===== src/rtl/irq_pkg.sv =====
package irq_pkg;
  localparam int ADDR_W   = 8;
  localparam int DATA_W   = 8;
  localparam logic [ADDR_W-1:0] CTRL_ADDR = 8'h0A;
  localparam int EN_BIT   = 7;
  localparam int FLAG_BIT = 3;
  localparam int ACK_BIT  = 1;
endpackage


===== src/rtl/irq_sync.sv =====
module irq_sync #(
  parameter int W = 1,
  parameter int STAGES = 2,
  parameter logic [W-1:0] IDLE = '0
) (
  input  logic         clk,
  input  logic         rst,
  input  logic [W-1:0] d,
  output logic [W-1:0] q
);
  logic [STAGES-1:0][W-1:0] stg;

  generate
    if (STAGES < 2) begin : g_bad
      initial $error("irq_sync needs at least two stages");
    end
  endgenerate

  always_ff @(posedge clk) begin
    if (rst) stg <= {STAGES{IDLE}};
    else     stg <= {stg[STAGES-2:0], d};
  end

  assign q = stg[STAGES-1];
endmodule


===== src/rtl/irq_trigger.sv =====
module irq_trigger #(
  parameter int NPORT = 4
) (
  input  logic             clk,
  input  logic             rst,
  input  logic             pin_s,
  input  logic [NPORT-1:0] port_s,
  input  logic             port_en,
  output logic             active,
  output logic             edge_pulse
);
  logic [NPORT-1:0] port_act;
  logic             prev_q;

  generate
    for (genvar g = 0; g < NPORT; g++) begin : g_port
      assign port_act[g] = port_en & port_s[g];
    end
  endgenerate

  assign active     = ~pin_s | (|port_act);
  assign edge_pulse = active & ~prev_q;

  always_ff @(posedge clk) begin
    if (rst) prev_q <= 1'b0;
    else     prev_q <= active;
  end
endmodule


===== src/rtl/irq_regif.sv =====
module irq_regif
  import irq_pkg::*;
(
  input  logic              clk,
  input  logic              rst,
  input  logic [ADDR_W-1:0] addr,
  input  logic              rd,
  input  logic              wr,
  input  logic [DATA_W-1:0] wdata,
  input  logic              vec_fetch,
  input  logic              edge_pulse,
  output logic              irqe_q,
  output logic              flag_q,
  output logic              flag_nxt,
  output logic [DATA_W-1:0] rdata
);
  logic hit, ack, clr;
  logic [DATA_W-1:0] rd_val;

  assign hit      = (addr == CTRL_ADDR);
  assign ack      = wr & hit & wdata[ACK_BIT];
  assign clr      = vec_fetch | ack;
  assign flag_nxt = edge_pulse | (flag_q & ~clr);

  always_comb begin
    rd_val           = '0;
    rd_val[EN_BIT]   = irqe_q;
    rd_val[FLAG_BIT] = flag_q;
  end

  always_ff @(posedge clk) begin
    if (rst) begin
      irqe_q <= 1'b1;
      flag_q <= 1'b0;
      rdata  <= '0;
    end else begin
      flag_q <= flag_nxt;
      if (wr && hit) irqe_q <= wdata[EN_BIT];
      rdata <= (rd && hit) ? rd_val : '0;
    end
  end
endmodule


===== src/rtl/irq_req_ctrl.sv =====
module irq_req_ctrl
  import irq_pkg::*;
#(
  parameter int NPORT  = 4,
  parameter int STAGES = 2
) (
  input  logic              clk,
  input  logic              rst,
  input  logic              irq_n_pin,
  input  logic [NPORT-1:0]  port_pin,
  input  logic              opt_level,
  input  logic              opt_port_en,
  input  logic [ADDR_W-1:0] bus_addr,
  input  logic              bus_rd,
  input  logic              bus_wr,
  input  logic [DATA_W-1:0] bus_wdata,
  output logic [DATA_W-1:0] bus_rdata,
  input  logic              vec_fetch,
  output logic              irq_out,
  output logic              pin_level
);
  localparam int SYNC_W = NPORT + 1;
  localparam logic [SYNC_W-1:0] SYNC_IDLE = {{NPORT{1'b0}}, 1'b1};

  logic [SYNC_W-1:0] sync_q;
  logic active, edge_pulse, irqe_q, flag_q, flag_nxt;

  irq_sync #(.W(SYNC_W), .STAGES(STAGES), .IDLE(SYNC_IDLE)) u_sync (
    .clk(clk), .rst(rst), .d({port_pin, irq_n_pin}), .q(sync_q)
  );

  irq_trigger #(.NPORT(NPORT)) u_trig (
    .clk(clk), .rst(rst), .pin_s(sync_q[0]), .port_s(sync_q[SYNC_W-1:1]),
    .port_en(opt_port_en), .active(active), .edge_pulse(edge_pulse)
  );

  irq_regif u_reg (
    .clk(clk), .rst(rst), .addr(bus_addr), .rd(bus_rd), .wr(bus_wr),
    .wdata(bus_wdata), .vec_fetch(vec_fetch), .edge_pulse(edge_pulse),
    .irqe_q(irqe_q), .flag_q(flag_q), .flag_nxt(flag_nxt), .rdata(bus_rdata)
  );

  always_ff @(posedge clk) begin
    if (rst) irq_out <= 1'b0;
    else     irq_out <= irqe_q & (flag_nxt | (opt_level & active));
  end

  assign pin_level = sync_q[0];
endmodule


===== config.mk =====
export PLATFORM = sky130hd
export DESIGN_NAME = irq_req_ctrl
export DESIGN_NICKNAME = d
export VERILOG_FILES = /design/src/rtl/irq_pkg.sv /design/src/rtl/irq_sync.sv /design/src/rtl/irq_trigger.sv /design/src/rtl/irq_regif.sv /design/src/rtl/irq_req_ctrl.sv
export SDC_FILE = /design/constraint.sdc
export NUM_CORES = 1
export LEC_CHECK = 0
export BUFFER_PORTS_ARGS = -buffer_cell sky130_fd_sc_hd__buf_2
export CELL_PAD_IN_SITES_DETAIL_PLACEMENT = 1
export CELL_PAD_IN_SITES_GLOBAL_PLACEMENT = 2
export CORE_MARGIN = 3
export CORE_UTILIZATION = 20
export CTS_CLUSTER_DIAMETER = 40
export CTS_CLUSTER_SIZE = 12
export DETAILED_ROUTE_END_ITERATION = 10
export GPL_TIMING_DRIVEN = 0
export PLACE_DENSITY_LB_ADDON = 0.12
export SLEW_MARGIN = 20
export SYNTH_ARGS = -nofsm -noshare
export SYNTH_HDL_FRONTEND = slang
export SYNTH_SLANG_ARGS = --single-unit

===== constraint.sdc =====
create_clock -name clk -period 1.1 [get_ports clk]
set_input_delay 0.055 -clock clk [delete_from_list [all_inputs] [get_ports clk]]
set_output_delay 0.055 -clock clk [all_outputs]
set_load 0.01 [all_outputs]

After elaboration in Yosys (flattened, before gate mapping)
Index checks and enable logic that the tools add are counted.
{"block": "op_classes", "addsub": 0, "mux": 0, "n_shift": 0, "bitwise_logic": 18, "multipliers": 0, "n_reduce_logical": 4, "div_mod_pow": 0, "eq_ne": 1, "magnitude_cmp": 0}
{"operator": "AND 1 bit", "count": 10}
{"operator": "== test 8 x 4 -> 1 bit (second input constant)", "count": 1}
{"operator": "NOT 1 bit", "count": 4}
{"operator": "OR 1 bit", "count": 4}
{"operator": "OR reduction 4 bit", "count": 1}
{"operator": "logical AND 1 bit", "count": 2}
{"operator": "OR reduction 2 bit", "count": 1}
{"block": "word_totals", "reg_bits": 22, "mem_count": 0, "elab_cells": 31, "latchBits": 0, "out_inout_bits": 10, "input_bits": 28, "rom_bits": 0, "ramBits": 0}

Depth between registers and ports, before layout
{"block": "depth", "word_depth": 9, "ltp_mapped": 3, "ltp_nobuf": 3}

Modules after synthesis
A second synthesis with hierarchy kept.
{"block": "unflattened", "cells_unflattened": 58, "hier_area_um2": 623.1}
{"mod": "irq_sync", "instances": 1, "area_each_um2": 300.3, "seq_area_each_um2": 200.2, "cells_each": 25}
{"mod": "irq_regif", "instances": 1, "area_each_um2": 235.2, "seq_area_each_um2": 80.1, "cells_each": 25}
{"mod": "irq_trigger", "instances": 1, "area_each_um2": 50.0, "seq_area_each_um2": 20.0, "cells_each": 5}
{"mod": "irq_req_ctrl", "instances": 1, "area_each_um2": 37.5, "seq_area_each_um2": 20.0, "cells_each": 3}

Least setup slack after synthesis
No wires, ideal clock.
{"block": "synth_path", "path_kind": "input -> register", "start": "in bus_addr[5]", "end": "reg u_reg.flag_q", "path_stages": 3, "path_buffers": 0, "setup_slack_ns": -0.018, "required_ns": 0.969, "setup_time_ns": 0.131, "arrival_time_ns": 0.987, "cell_sequence": "or4_4 > o311ai_4 > a21oi_1"}
{"block": "synth_via", "elab_chain_len": 7}
{"element": "start, declared", "line": "irq_req_ctrl.sv:13", "rtl": "input logic [ADDR_W-1:0] bus_addr,"}
{"element": "== test 8 x 4 -> 1 bit", "line": "irq_regif.sv:20", "rtl": "assign hit = (addr == CTRL_ADDR);"}
{"element": "AND 1 bit (2 in series)", "line": "irq_regif.sv:21", "rtl": "assign ack = wr & hit & wdata[ACK_BIT];"}
{"element": "OR 1 bit", "line": "irq_regif.sv:22", "rtl": "assign clr = vec_fetch | ack;"}
{"element": "NOT 1 bit", "line": "irq_regif.sv:23", "rtl": "assign flag_nxt = edge_pulse | (flag_q & ~clr);"}
{"element": "AND 1 bit", "line": "irq_regif.sv:23"}
{"element": "OR 1 bit", "line": "irq_regif.sv:23"}
{"element": "end signal, assigned", "line": "irq_regif.sv:37", "rtl": "flag_q <= flag_nxt;"}
{"element": "end, declared", "line": "irq_regif.sv:13", "rtl": "output logic flag_q,"}
Every way passes these cells.
A chain may end at the register's enable or synchronous reset.

Final worst setup path
{"block": "layout_path", "start": "reg u_sync.stg (netlist bit u_sync.q[1])", "end": "reg u_reg.flag_q"}
{"block": "layout_via", "elab_chain_len": 5}
{"element": "start, declared", "line": "irq_sync.sv:11", "rtl": "logic [STAGES-1:0][W-1:0] stg;"}
{"element": "start signal, assigned", "line": "irq_sync.sv:20", "rtl": "if (rst) stg <= {STAGES{IDLE}};"}
{"element": "start signal, assigned", "line": "irq_sync.sv:21", "rtl": "else stg <= {stg[STAGES-2:0], d};"}
{"element": "AND 1 bit", "line": "irq_trigger.sv:17", "rtl": "assign port_act[g] = port_en & port_s[g];"}
{"element": "OR reduction 4 bit", "line": "irq_trigger.sv:21", "rtl": "assign active = ~pin_s | (|port_act);"}
{"element": "OR 1 bit", "line": "irq_trigger.sv:21"}
{"element": "AND 1 bit", "line": "irq_trigger.sv:22", "rtl": "assign edge_pulse = active & ~prev_q;"}
{"element": "OR 1 bit", "line": "irq_regif.sv:23"}
Every way passes these cells.

==> results.toml <==
[outcome]
result_of_the_run = "completed"

[final_layout]
final_core_util_pct = 31.1
layout-drive-gt1-share_pct = 42.3
insertedDiodeCount = 0
fin_area_um2 = 872
finalNonFillerCells = 128
flow.area_growth_from_synthesis_pct = 44.6
final_nets = 126

[floorplan]
ios = 38
die_w_um = 60.9
die_h_um = 60.9
design.die.area_um2 = 3710
floorplan.rows = 19
effective_utilization_at_floorplan_pct = 21.5
std_cell_core_area_um2 = 2810

[critical_path]
startpoint_type = "register"
critical_path_class = "reg -> reg"
worst_path_dominant_cell_family = "compound AO/OA/AOI/OAI gates"
crit_arrival_ns = 1.24
timing.critical_path.slowest_stage_cell = "sky130_fd_sc_hd__o41a_1"
cp_slowest_stage_delay_ns = 0.45
critical_path.n_buffers_inverters = 0
timing.critical_path.required_ns = 1.26
worst_setup_path_end_kind = "register"
path_cells = "o41a_1 > o21ai_1 > a21oi_1"
cp_max_fo = 3

[route]
via_to_cell_ratio = 3.80
dr.first_iter.drc_count = 6
post-route-drc-count = 0
route.detailed.wl_per_inst_um = 9.06
route.antenna.remaining_nets = 0
postRouteWirelength_um = 1160
first_pass_iters = 3
route.vias.total = 487

[sta]
setup_total_negative_slack_ns = 0
timing.fmax_ghz = 0.924
fin_skew_ns = 0.00657
finalHoldViolations = 0
setup_viol_count_final = 0
period_needed_ns = 1.08
number_of_max_slew_violations_in_the_final_report = 0
post-route-period-util_pct = 98.4
rsz0062_at_grt = "yes"

[global_route]
grt-ovfl-total = 0
globalRouteTotalUtil_pct = 6.91
grt_first_pass_wirelength_um = 1790
grt_antenna_before_repair = 0
first_global_vias = 451
grt_start_max_net_pins = 11

[power]
swShare_pct = 21.6
power.net_switching_uw = 244
power_density_nw_per_um2 = 1300
power.share.combinational_pct = 12.4
p_leak_uw = 0.000411
p_int_uw = 888
power_frac_seq_pct = 54.1
power.ir.vdd_worst_mv = 0.316
clock_share_of_power_pct = 33.5
report.power.total_uw = 1130

[clocking]
numCtsBuffers = 3
cts_tree = "done"
cts.root.buffer_cell = "sky130_fd_sc_hd__clkbuf_4"
h-tree-depth = 1
tritoncts_num_sinks = 16
clock_slew_at_the_register_clock_pins_of_the_worst_setup_and_hold_paths_ns = 0.09
clock_latency_at_the_later_pin_of_the_worst_skew_pair_ns = 0.28
clock_path_buffers = 2

[place]
postPlaceCellArea_um2 = 786
io_buffers = 25
gpl.final_weighted_congestion = 0.584
hpwlAfterDp_um = 930
dp_cells = 119

[yosys]
synth.cell_area_um2 = 603
synth-seq-cells = 16
ys_top_cells_by_area = "sky130_fd_sc_hd__dfxtp_1, sky130_fd_sc_hd__nor2b_1, sky130_fd_sc_hd__buf_4"
synthDominantAreaCellType = "sky130_fd_sc_hd__dfxtp_1"
synth_seq_area_share_pct = 53.1
yosys.area.top_type_share_pct = 53.1
synthesis.instances = 58
synth.avg_cell_area_um2 = 10.4
synth.yosys.warnings = 0
yosys.cell_types.count = 20

[min_path]
timing.hold.worst.class = "in -> reg"

[run]
drv_cap = 0
==> flip-flops by register name (all words and copies together), names as in the netlist <==
signal and flops:
u_sync.q 5, u_sync.stg 5, u_reg.rdata 2, irq_out 1, u_reg.flag_q 1, u_reg.irqe_q 1
u_trig.prev_q 1
==> worst paths after layout <==
kind / cells after the start / end / slack [ns] / startpoint
max: 3 / u_reg.flag_q / 0.02 / u_sync.q[1]
min: 3 / u_reg.rdata[3] / 0.02 / bus_rd
max reg2reg: 3 / u_reg.flag_q / 0.02 / u_sync.q[1]
min reg2reg: 1 / u_sync.q[0] / 0.42 / u_sync.stg[0]
==> cells by family after synthesis <==
family | synth area share, %
buffers and inverters | 11.2
muxes | 1.66
AOI/OAI and AO/OA | 9.75
DFF | 53.1
other | 0.622
and+or+nand+nor | 23.6
==> stage by stage <==
stage / hold WS, ns / worst slack [ns]
floorplan: 0.127 / -0.00103
global placement: 0.244 / -0.163
detailed placement: 0.248 / -0.158
CTS: 0.00864 / -0.00675
global route: 0.0148 / -0.0448
finish: 0.0171 / 0.0179
==> area by class of cell <==
type                       count  area [µm²]
multi-input combinational     35         234
fill                         346        1930
tap                           31        38.8
clock buffer                   4        36.3
sequential                    16         320
buffer                         7        48.8
inverter                       5        18.8
timing repair buffer          30         175
==> worst register-to-register path: cells and delay by family (launching register included) <==
kind / cells / cell delay [ns]
AOI/OAI and AO/OA: 3 / 0.67
DFF: 1 / 0.31
==> power groups by stage <==
stage | logic (µW) | clock network [µW] | registers (µW)
2_1_floorplan | 74.0 | 0 | 627
3_3_place_gp | 126 | 0 | 626
3_5_place_dp | 127 | 0 | 627
4_1_cts | 142 | 395 | 613
5_1_grt | 156 | 419 | 615
6_report | 140 | 380 | 613
==> cell usage after synthesis <==
| cell type | n |
|---|---|
| sky130_fd_sc_hd__a21oi_1 | 2 |
| sky130_fd_sc_hd__buf_4 | 6 |
| sky130_fd_sc_hd__clkbuf_1 | 1 |
| sky130_fd_sc_hd__conb_1 | 1 |
| sky130_fd_sc_hd__dfxtp_1 | 16 |
| sky130_fd_sc_hd__inv_1 | 5 |
| sky130_fd_sc_hd__mux2i_1 | 1 |
| sky130_fd_sc_hd__nand2_1 | 1 |
| sky130_fd_sc_hd__nand2b_1 | 2 |
| sky130_fd_sc_hd__nor2_1 | 4 |
| sky130_fd_sc_hd__nor2b_1 | 8 |
| sky130_fd_sc_hd__nor3_2 | 1 |
| sky130_fd_sc_hd__nor4_1 | 2 |
| sky130_fd_sc_hd__o21ai_0 | 1 |
| sky130_fd_sc_hd__o22ai_1 | 1 |
| sky130_fd_sc_hd__o311ai_4 | 1 |
| sky130_fd_sc_hd__o41a_1 | 1 |
| sky130_fd_sc_hd__or2_2 | 2 |
| sky130_fd_sc_hd__or4_4 | 1 |
| sky130_fd_sc_hd__or4bb_4 | 1 |
==> cell usage in the layout (no fill, tap or decap) <==
master,instances
sky130_fd_sc_hd__mux2i_1,1
sky130_fd_sc_hd__nor3_2,1
sky130_fd_sc_hd__nor2_1,4
sky130_fd_sc_hd__nor2b_1,8
sky130_fd_sc_hd__or4_4,1
sky130_fd_sc_hd__buf_4,6
sky130_fd_sc_hd__clkbuf_1,1
sky130_fd_sc_hd__o21ai_1,1
sky130_fd_sc_hd__or4bb_4,1
sky130_fd_sc_hd__a21oi_1,2
sky130_fd_sc_hd__nor4_1,2
sky130_fd_sc_hd__inv_1,5
sky130_fd_sc_hd__nand2_1,1
sky130_fd_sc_hd__o41a_1,1
sky130_fd_sc_hd__o22ai_1,1
sky130_fd_sc_hd__nand2b_1,2
sky130_fd_sc_hd__o311ai_4,1
sky130_fd_sc_hd__buf_2,25
sky130_fd_sc_hd__clkbuf_4,3
sky130_fd_sc_hd__clkbuf_8,1
sky130_fd_sc_hd__dlygate4sd3_1,5
sky130_fd_sc_hd__or2_2,2
sky130_fd_sc_hd__conb_1,6
sky130_fd_sc_hd__dfxtp_1,16
==> layer usage <==
| layer | wire, µm | GRT usage [%] |
|---|---|---|
| met5 | 0 | 0 |
| met4 | 30 | 7.43 |
| met3 | 72 | 1.91 |
| met2 | 550 | 9.92 |
| met1 | 506 | 7.78 |
==> timing repair <==
action                                  CTS  global route
resized for setup                         1             0
hold buffers                              5             0
endpoints found under the setup margin    2             2
setup buffers                             0             0
pin swaps                                 1             0
endpoints found under the hold margin     5             0
Power figures use the tool's default switching activity.
